--- src/rtl/sysched_pkg.sv ---
package sysched_pkg;

  typedef enum logic {
    ST_IDLE = 1'b0,
    ST_RUN  = 1'b1
  } run_state_e;

  // index must hold ROWS + COLS + 4 + max depth
  function automatic int calc_idx_w(int depth_w, int rows, int cols);
    return depth_w + $clog2(rows + cols + 5) + 1;
  endfunction

endpackage

--- src/rtl/sysched_counter.sv ---
module sysched_counter
  import sysched_pkg::*;
#(
  parameter int ROWS    = 3,
  parameter int COLS    = 4,
  parameter int DEPTH_W = 8,
  parameter int IDX_W   = calc_idx_w(DEPTH_W, ROWS, COLS)
) (
  input  logic               clk_i,
  input  logic               rst_ni,
  input  logic               start_i,
  input  logic [DEPTH_W-1:0] depth_i,
  output logic [IDX_W-1:0]   idx_o,
  output logic               run_o,
  output logic [DEPTH_W-1:0] depth_o,
  output logic               done_o
);

  localparam int LIMIT_BASE = ROWS + COLS + 4;

  run_state_e         state_q;
  logic [IDX_W-1:0]   idx_q;
  logic [DEPTH_W-1:0] depth_q;
  logic [IDX_W-1:0]   limit;
  logic               at_limit;

  assign limit    = IDX_W'(LIMIT_BASE) + IDX_W'(depth_q);
  assign at_limit = (idx_q == limit);

  always_ff @(posedge clk_i or negedge rst_ni) begin
    if (!rst_ni) begin
      state_q <= ST_IDLE;
      idx_q   <= '0;
      depth_q <= '0;
    end else begin
      case (state_q)
        ST_IDLE: begin
          if (start_i) begin
            state_q <= ST_RUN;
            idx_q   <= '0;
            depth_q <= depth_i;
          end
        end
        default: begin
          if (at_limit) state_q <= ST_IDLE;
          else          idx_q   <= idx_q + 1'b1;
        end
      endcase
    end
  end

  assign idx_o   = idx_q;
  assign run_o   = (state_q == ST_RUN);
  assign depth_o = depth_q;
  assign done_o  = (state_q == ST_RUN) && at_limit;

endmodule

--- src/rtl/sysched_grid.sv ---
module sysched_grid #(
  parameter int ROWS    = 3,
  parameter int COLS    = 4,
  parameter int DEPTH_W = 8,
  parameter int IDX_W   = 12
) (
  input  logic [IDX_W-1:0]     idx_i,
  input  logic                 run_i,
  input  logic [DEPTH_W-1:0]   depth_i,
  output logic [ROWS*COLS-1:0] feed_o,
  output logic [ROWS*COLS-1:0] invoke_o,
  output logic [ROWS*COLS-1:0] accum_o,
  output logic [ROWS*COLS-1:0] write_o
);

  localparam int NPOS = ROWS + COLS - 1;  // distinct anti-diagonals
  localparam int NTH  = NPOS + 5;         // threshold constants 0..NPOS+4
  localparam int MUL_LAT = 4;

  // shared constant thresholds: idx >= k
  for (genvar k = 1; k < NTH; k++) begin : g_ge
    if (k <= NPOS || k > MUL_LAT) begin : g_on
      logic hit;
      assign hit = (idx_i >= IDX_W'(k));
    end
  end

  // shared depth-relative thresholds: depth + k
  for (genvar k = 0; k < NTH; k++) begin : g_dk
    if (k < NPOS || k > MUL_LAT) begin : g_on
      logic [IDX_W-1:0] sum;
      logic             lt;
      assign sum = IDX_W'(depth_i) + IDX_W'(k);
      assign lt  = (idx_i < sum);
      if (k > MUL_LAT) begin : g_eq
        logic hit;
        assign hit = (idx_i == sum);
      end
    end
  end

  logic [ROWS*COLS-1:0] feed_w, invoke_w, accum_w, write_w;

  for (genvar r = 0; r < ROWS; r++) begin : g_row
    for (genvar c = 0; c < COLS; c++) begin : g_col
      localparam int P = r + c;
      localparam int B = r * COLS + c;

      if (r == 0 || c == 0) begin : g_feed
        if (P == 0) begin : g_lo0
          assign feed_w[B] = run_i & g_dk[0].g_on.lt;
        end else begin : g_lon
          assign feed_w[B] = run_i & g_ge[P].g_on.hit & g_dk[P].g_on.lt;
        end
      end else begin : g_nofeed
        assign feed_w[B] = 1'b0;
      end

      assign invoke_w[B] = run_i & g_ge[P+1].g_on.hit & g_dk[P+MUL_LAT+1].g_on.lt;
      assign accum_w[B]  = invoke_w[B] & g_ge[P+MUL_LAT+1].g_on.hit;
      assign write_w[B]  = run_i & g_dk[P+MUL_LAT+1].g_on.g_eq.hit;
    end
  end

  assign feed_o   = feed_w;
  assign invoke_o = invoke_w;
  assign accum_o  = accum_w;
  assign write_o  = write_w;

endmodule

--- src/rtl/sysched_ctrl.sv ---
module sysched_ctrl
  import sysched_pkg::*;
#(
  parameter int ROWS    = 3,
  parameter int COLS    = 4,
  parameter int DEPTH_W = 8
) (
  input  logic                 clk_i,
  input  logic                 rst_ni,
  input  logic                 start_i,
  input  logic [DEPTH_W-1:0]   depth_i,
  output logic [ROWS*COLS-1:0] feed_en_o,
  output logic [ROWS*COLS-1:0] invoke_en_o,
  output logic [ROWS*COLS-1:0] accum_en_o,
  output logic [ROWS*COLS-1:0] write_stb_o,
  output logic                 done_o
);

  localparam int IDX_W = calc_idx_w(DEPTH_W, ROWS, COLS);

  logic [IDX_W-1:0]   idx;
  logic               run;
  logic [DEPTH_W-1:0] depth_q;

  sysched_counter #(
    .ROWS(ROWS), .COLS(COLS), .DEPTH_W(DEPTH_W), .IDX_W(IDX_W)
  ) u_cnt (
    .clk_i   (clk_i),
    .rst_ni  (rst_ni),
    .start_i (start_i),
    .depth_i (depth_i),
    .idx_o   (idx),
    .run_o   (run),
    .depth_o (depth_q),
    .done_o  (done_o)
  );

  sysched_grid #(
    .ROWS(ROWS), .COLS(COLS), .DEPTH_W(DEPTH_W), .IDX_W(IDX_W)
  ) u_grid (
    .idx_i    (idx),
    .run_i    (run),
    .depth_i  (depth_q),
    .feed_o   (feed_en_o),
    .invoke_o (invoke_en_o),
    .accum_o  (accum_en_o),
    .write_o  (write_stb_o)
  );

endmodule

--- config.mk ---
export PLATFORM = sky130hd
export DESIGN_NAME = sysched_ctrl
export DESIGN_NICKNAME = d
export VERILOG_FILES = /design/src/rtl/sysched_pkg.sv /design/src/rtl/sysched_counter.sv /design/src/rtl/sysched_grid.sv /design/src/rtl/sysched_ctrl.sv
export SDC_FILE = /design/constraint.sdc
export NUM_CORES = 1
export LEC_CHECK = 0
export BUFFER_PORTS_ARGS = -buffer_cell sky130_fd_sc_hd__buf_4
export CAP_MARGIN = 30
export CORE_MARGIN = 1.5
export CORE_UTILIZATION = 30
export CTS_CLUSTER_DIAMETER = 50
export DETAILED_ROUTE_END_ITERATION = 8
export PLACE_DENSITY = 0.55
export SYNTH_ARGS = -nofsm -noshare
export SYNTH_HDL_FRONTEND = slang
export SYNTH_SLANG_ARGS = --single-unit
--- constraint.sdc ---
create_clock -name clk_i -period 10.7 [get_ports clk_i]
set_clock_uncertainty 0.05 [all_clocks]
set_input_delay 2.675 -clock clk_i [delete_from_list [all_inputs] [get_ports clk_i]]
set_output_delay 2.675 -clock clk_i [all_outputs]
set_load 0.03 [all_outputs]
==> results.md <==
* Initial DRC Count at 218
* Post-layout min period at 6596 ps
* Internal reg-to-reg setup slack at 6960 ps
* Layout cells sized above 1 at 12.78%
* Post-synthesis sequential area ratio at 13.58%
* Clock sinks at 22
* CTS clock-pin slew for the worst setup and hold paths at 60 ps
* RSZ-0062 raised after global routing: no
* Most used DFF post-synth: dfrtp_1
* Final wirelength at 12,530 um
* Post-synthesis average cell area at 7.951 sq um
* Vias/cell at 5.203
* Max_slew headroom at 31.50%
* Largest net degree at the start of global routing at 23
* Synth top cells by count: ha_1 (84), xnor2_1 (50), nand2_1 (43)
* Final hold vios at 0
* CP top delay family: compound AO/OA/AOI/OAI gates
* Area contributors post-synth: ha_1 (26%), dfrtp_1 (14%), xnor2_1 (11%), buf_4 (4.8%), a21oi_1 (4.3%)
* Max stage delay on crit path at 790 ps
* Fin. max-slew vios at 0
* GRT overflow at 0
* Die W at 119.3 um
* Syn-to-layout area delta at 12.65%
* Reg2reg path depth at 9
* Post-Syn Instances at 510
* Initial antenna violation count at 0
* Bufs and invs on worst path at 2
* Post-synthesis cell type count at 48
* Nets at 628
* Ys async rst share at 100.0%
* CTS Buffer Depth at 2
* Number of global-route vias before repair at 3,597
* Worst hold stages at 1
* CTS buffer count at 3
* Drt drc at 0
* Core area at 0.01324 sq mm
* Critical Path End Type: output port
* ANT cells at 0
* Die span in y at 119.3 um
* Worst setup SP type: flop
* Via count of the routed design at 3,684
* Hold-critical path endpoint: u_cnt.idx_o[11]$_DFFE_PN0P_
* Hold path start: u_cnt.idx_o[11]$_DFFE_PN0P_
* Avg WL per Cell at 17.69 um
* Status: finished, final reports clean
* Yosys warns at 0
* Final setup viols at 0
* Row count at 42
* Post-CTS resize count at 0
* Crit Path Max Fanout at 18
* Yosys top cell area share at 25.92%
* CTS root buf: clkbuf_16
* Max-Cap Viols at 0
* Initial Util at 30.62%
* TNS Setup at 0 ps
* Critical Path RT at 7980 ps
* Cell with the most instances after synthesis: ha_1
* Boundary Pins at 60
* I/O Buffers at 53
* CTS tree: done
* H-tree lvl count at 1
* Max Freq at 151.6 MHz
* Number of fill cells in the layout at 1,414
* Number of synthesized flops with an enable pin at 0
* Total track usage at 17.75%
* Post-DRT Antenna Nets at 0
* Seq cells post-synth at 22
* Die Footprint at 0.01422 sq mm
* Cell taking the most area after synthesis: ha_1
* FF-to-FF Start: u_cnt.depth_o[3]$_DFFE_PN0P_
* Min-delay worst type: flop to flop
* Post-detail-place hpwl at 9357 um
* CP arrival at 3870 ps
* Reg2reg end: u_cnt.idx_o[6]$_DFFE_PN0P_
* Slew @ Worst Pin at 1020 ps
* Mapped cell area at 0.004055 sq mm
* CP cell instances: inv_1 > ha_1 > a21boi_0 > nor2b_1 > xnor2_1 > ha_1 > a21oi_1 > nor2b_1 > o31a_1 > o21ai_0 > o211a_1 > buf_4
* Setup Buffers After CTS at 0
* First drt pass iteration count at 5
* Clock Latency Late Sink at 260 ps
* Period utilization at 61.65%
* Crit path kind: flop to output port
* Routability congestion estimate at 0.8702
* First-pass GRT wire length at 19,930 um
* Critical-path top delay cell: dfrtp_1
* Hold buffers post-CTS at 0
[flip-flops by register name, summed over array words and instances (netlist names)]
signal         flops
u_cnt.idx_o       13
u_cnt.depth_o      8
u_cnt.run_o        1
[stage by stage]
stage                     setup slack (ps)  util (%)  instance area (sq um)  hold WS (ps)  std cells
after global routing                  3913     34.50                   4568         546.9        708
after global placement                4553     33.70                   4463         451.8        704
after CTS                             4149     34.50                   4568         492.5        708
after detailed placement              4457     33.70                   4463         482.0        704
after floorplan                       3175         -                   4074         422.3        515
final                                 4104     34.50                   4568         485.4        708
[metal layers]
| layer | GRT usage [%] | part of all wire (%) |
|---|---|---|
| met2 | 29.26 | 47 |
| met1 | 24.10 | 45 |
| met3 | 1.197 | 5.3 |
| met5 | 0 | 0 |
| met4 | 7.078 | 3.0 |
[cells in the final DEF, fill, tap and decap left out, drive strengths merged, types with 3 or more instances in the layout]
cell	n
a21o	16
dfrtp	22
o22ai	9
a2111oi	5
nor3	5
a21oi	35
and2	4
inv	22
a31oi	5
nand2b	3
or3	4
clkbuf	3
ha	84
nor2	25
o21bai	4
conb	6
and3	6
xnor2	50
o21ai	24
buf	59
a211oi	4
xor2	6
nand3	23
nand4	7
o211a	4
a21boi	6
o21a	8
nor2b	13
nand2	43
nor4	7
[area by class of cell]
type	instances	area, sq um	share of cell area, %
clock buffer	3	75.07	1.643
clock inverter	1	30.03	0.6574
inverter	23	86.33	1.890
multi-input combinational	424	3163	69.24
sequential	22	550.5	12.05
tap	176	220.2	4.821
timing repair buffer	59	442.9	9.696
[kinds of logic after synthesis]
kind of cell / count (synthesis) / synth area share, %
buffers and inverters: 69 / 8.886
other: 1 / 0.09248
AO/OA/AOI/OAI: 134 / 22.09
XOR/XNOR: 56 / 12.10
AND/OR/NAND/NOR: 144 / 17.34
adder cells (fa/ha/maj): 84 / 25.92
flip-flops: 22 / 13.58
[how the worst max path moves through the flow]
stage,to,startpoint,depth (start not counted),slack [ps]
final,accum_en_o[8],u_cnt.depth_o[2]$_DFFE_PN0P_,12,4100
after global routing,accum_en_o[4],u_cnt.depth_o[3]$_DFFE_PN0P_,9,3910
after global placement,accum_en_o[4],u_cnt.depth_o[3]$_DFFE_PN0P_,9,4550
after detailed placement,accum_en_o[9],u_cnt.depth_o[3]$_DFFE_PN0P_,8,4460
after CTS,accum_en_o[9],u_cnt.depth_o[3]$_DFFE_PN0P_,8,4150
after floorplan,accum_en_o[10],u_cnt.depth_o[1]$_DFFE_PN0P_,11,3170
Power is left out: the tool's default activity adds up to more than one toggle a clock period on the data nets, which glitch-free logic cannot reach.
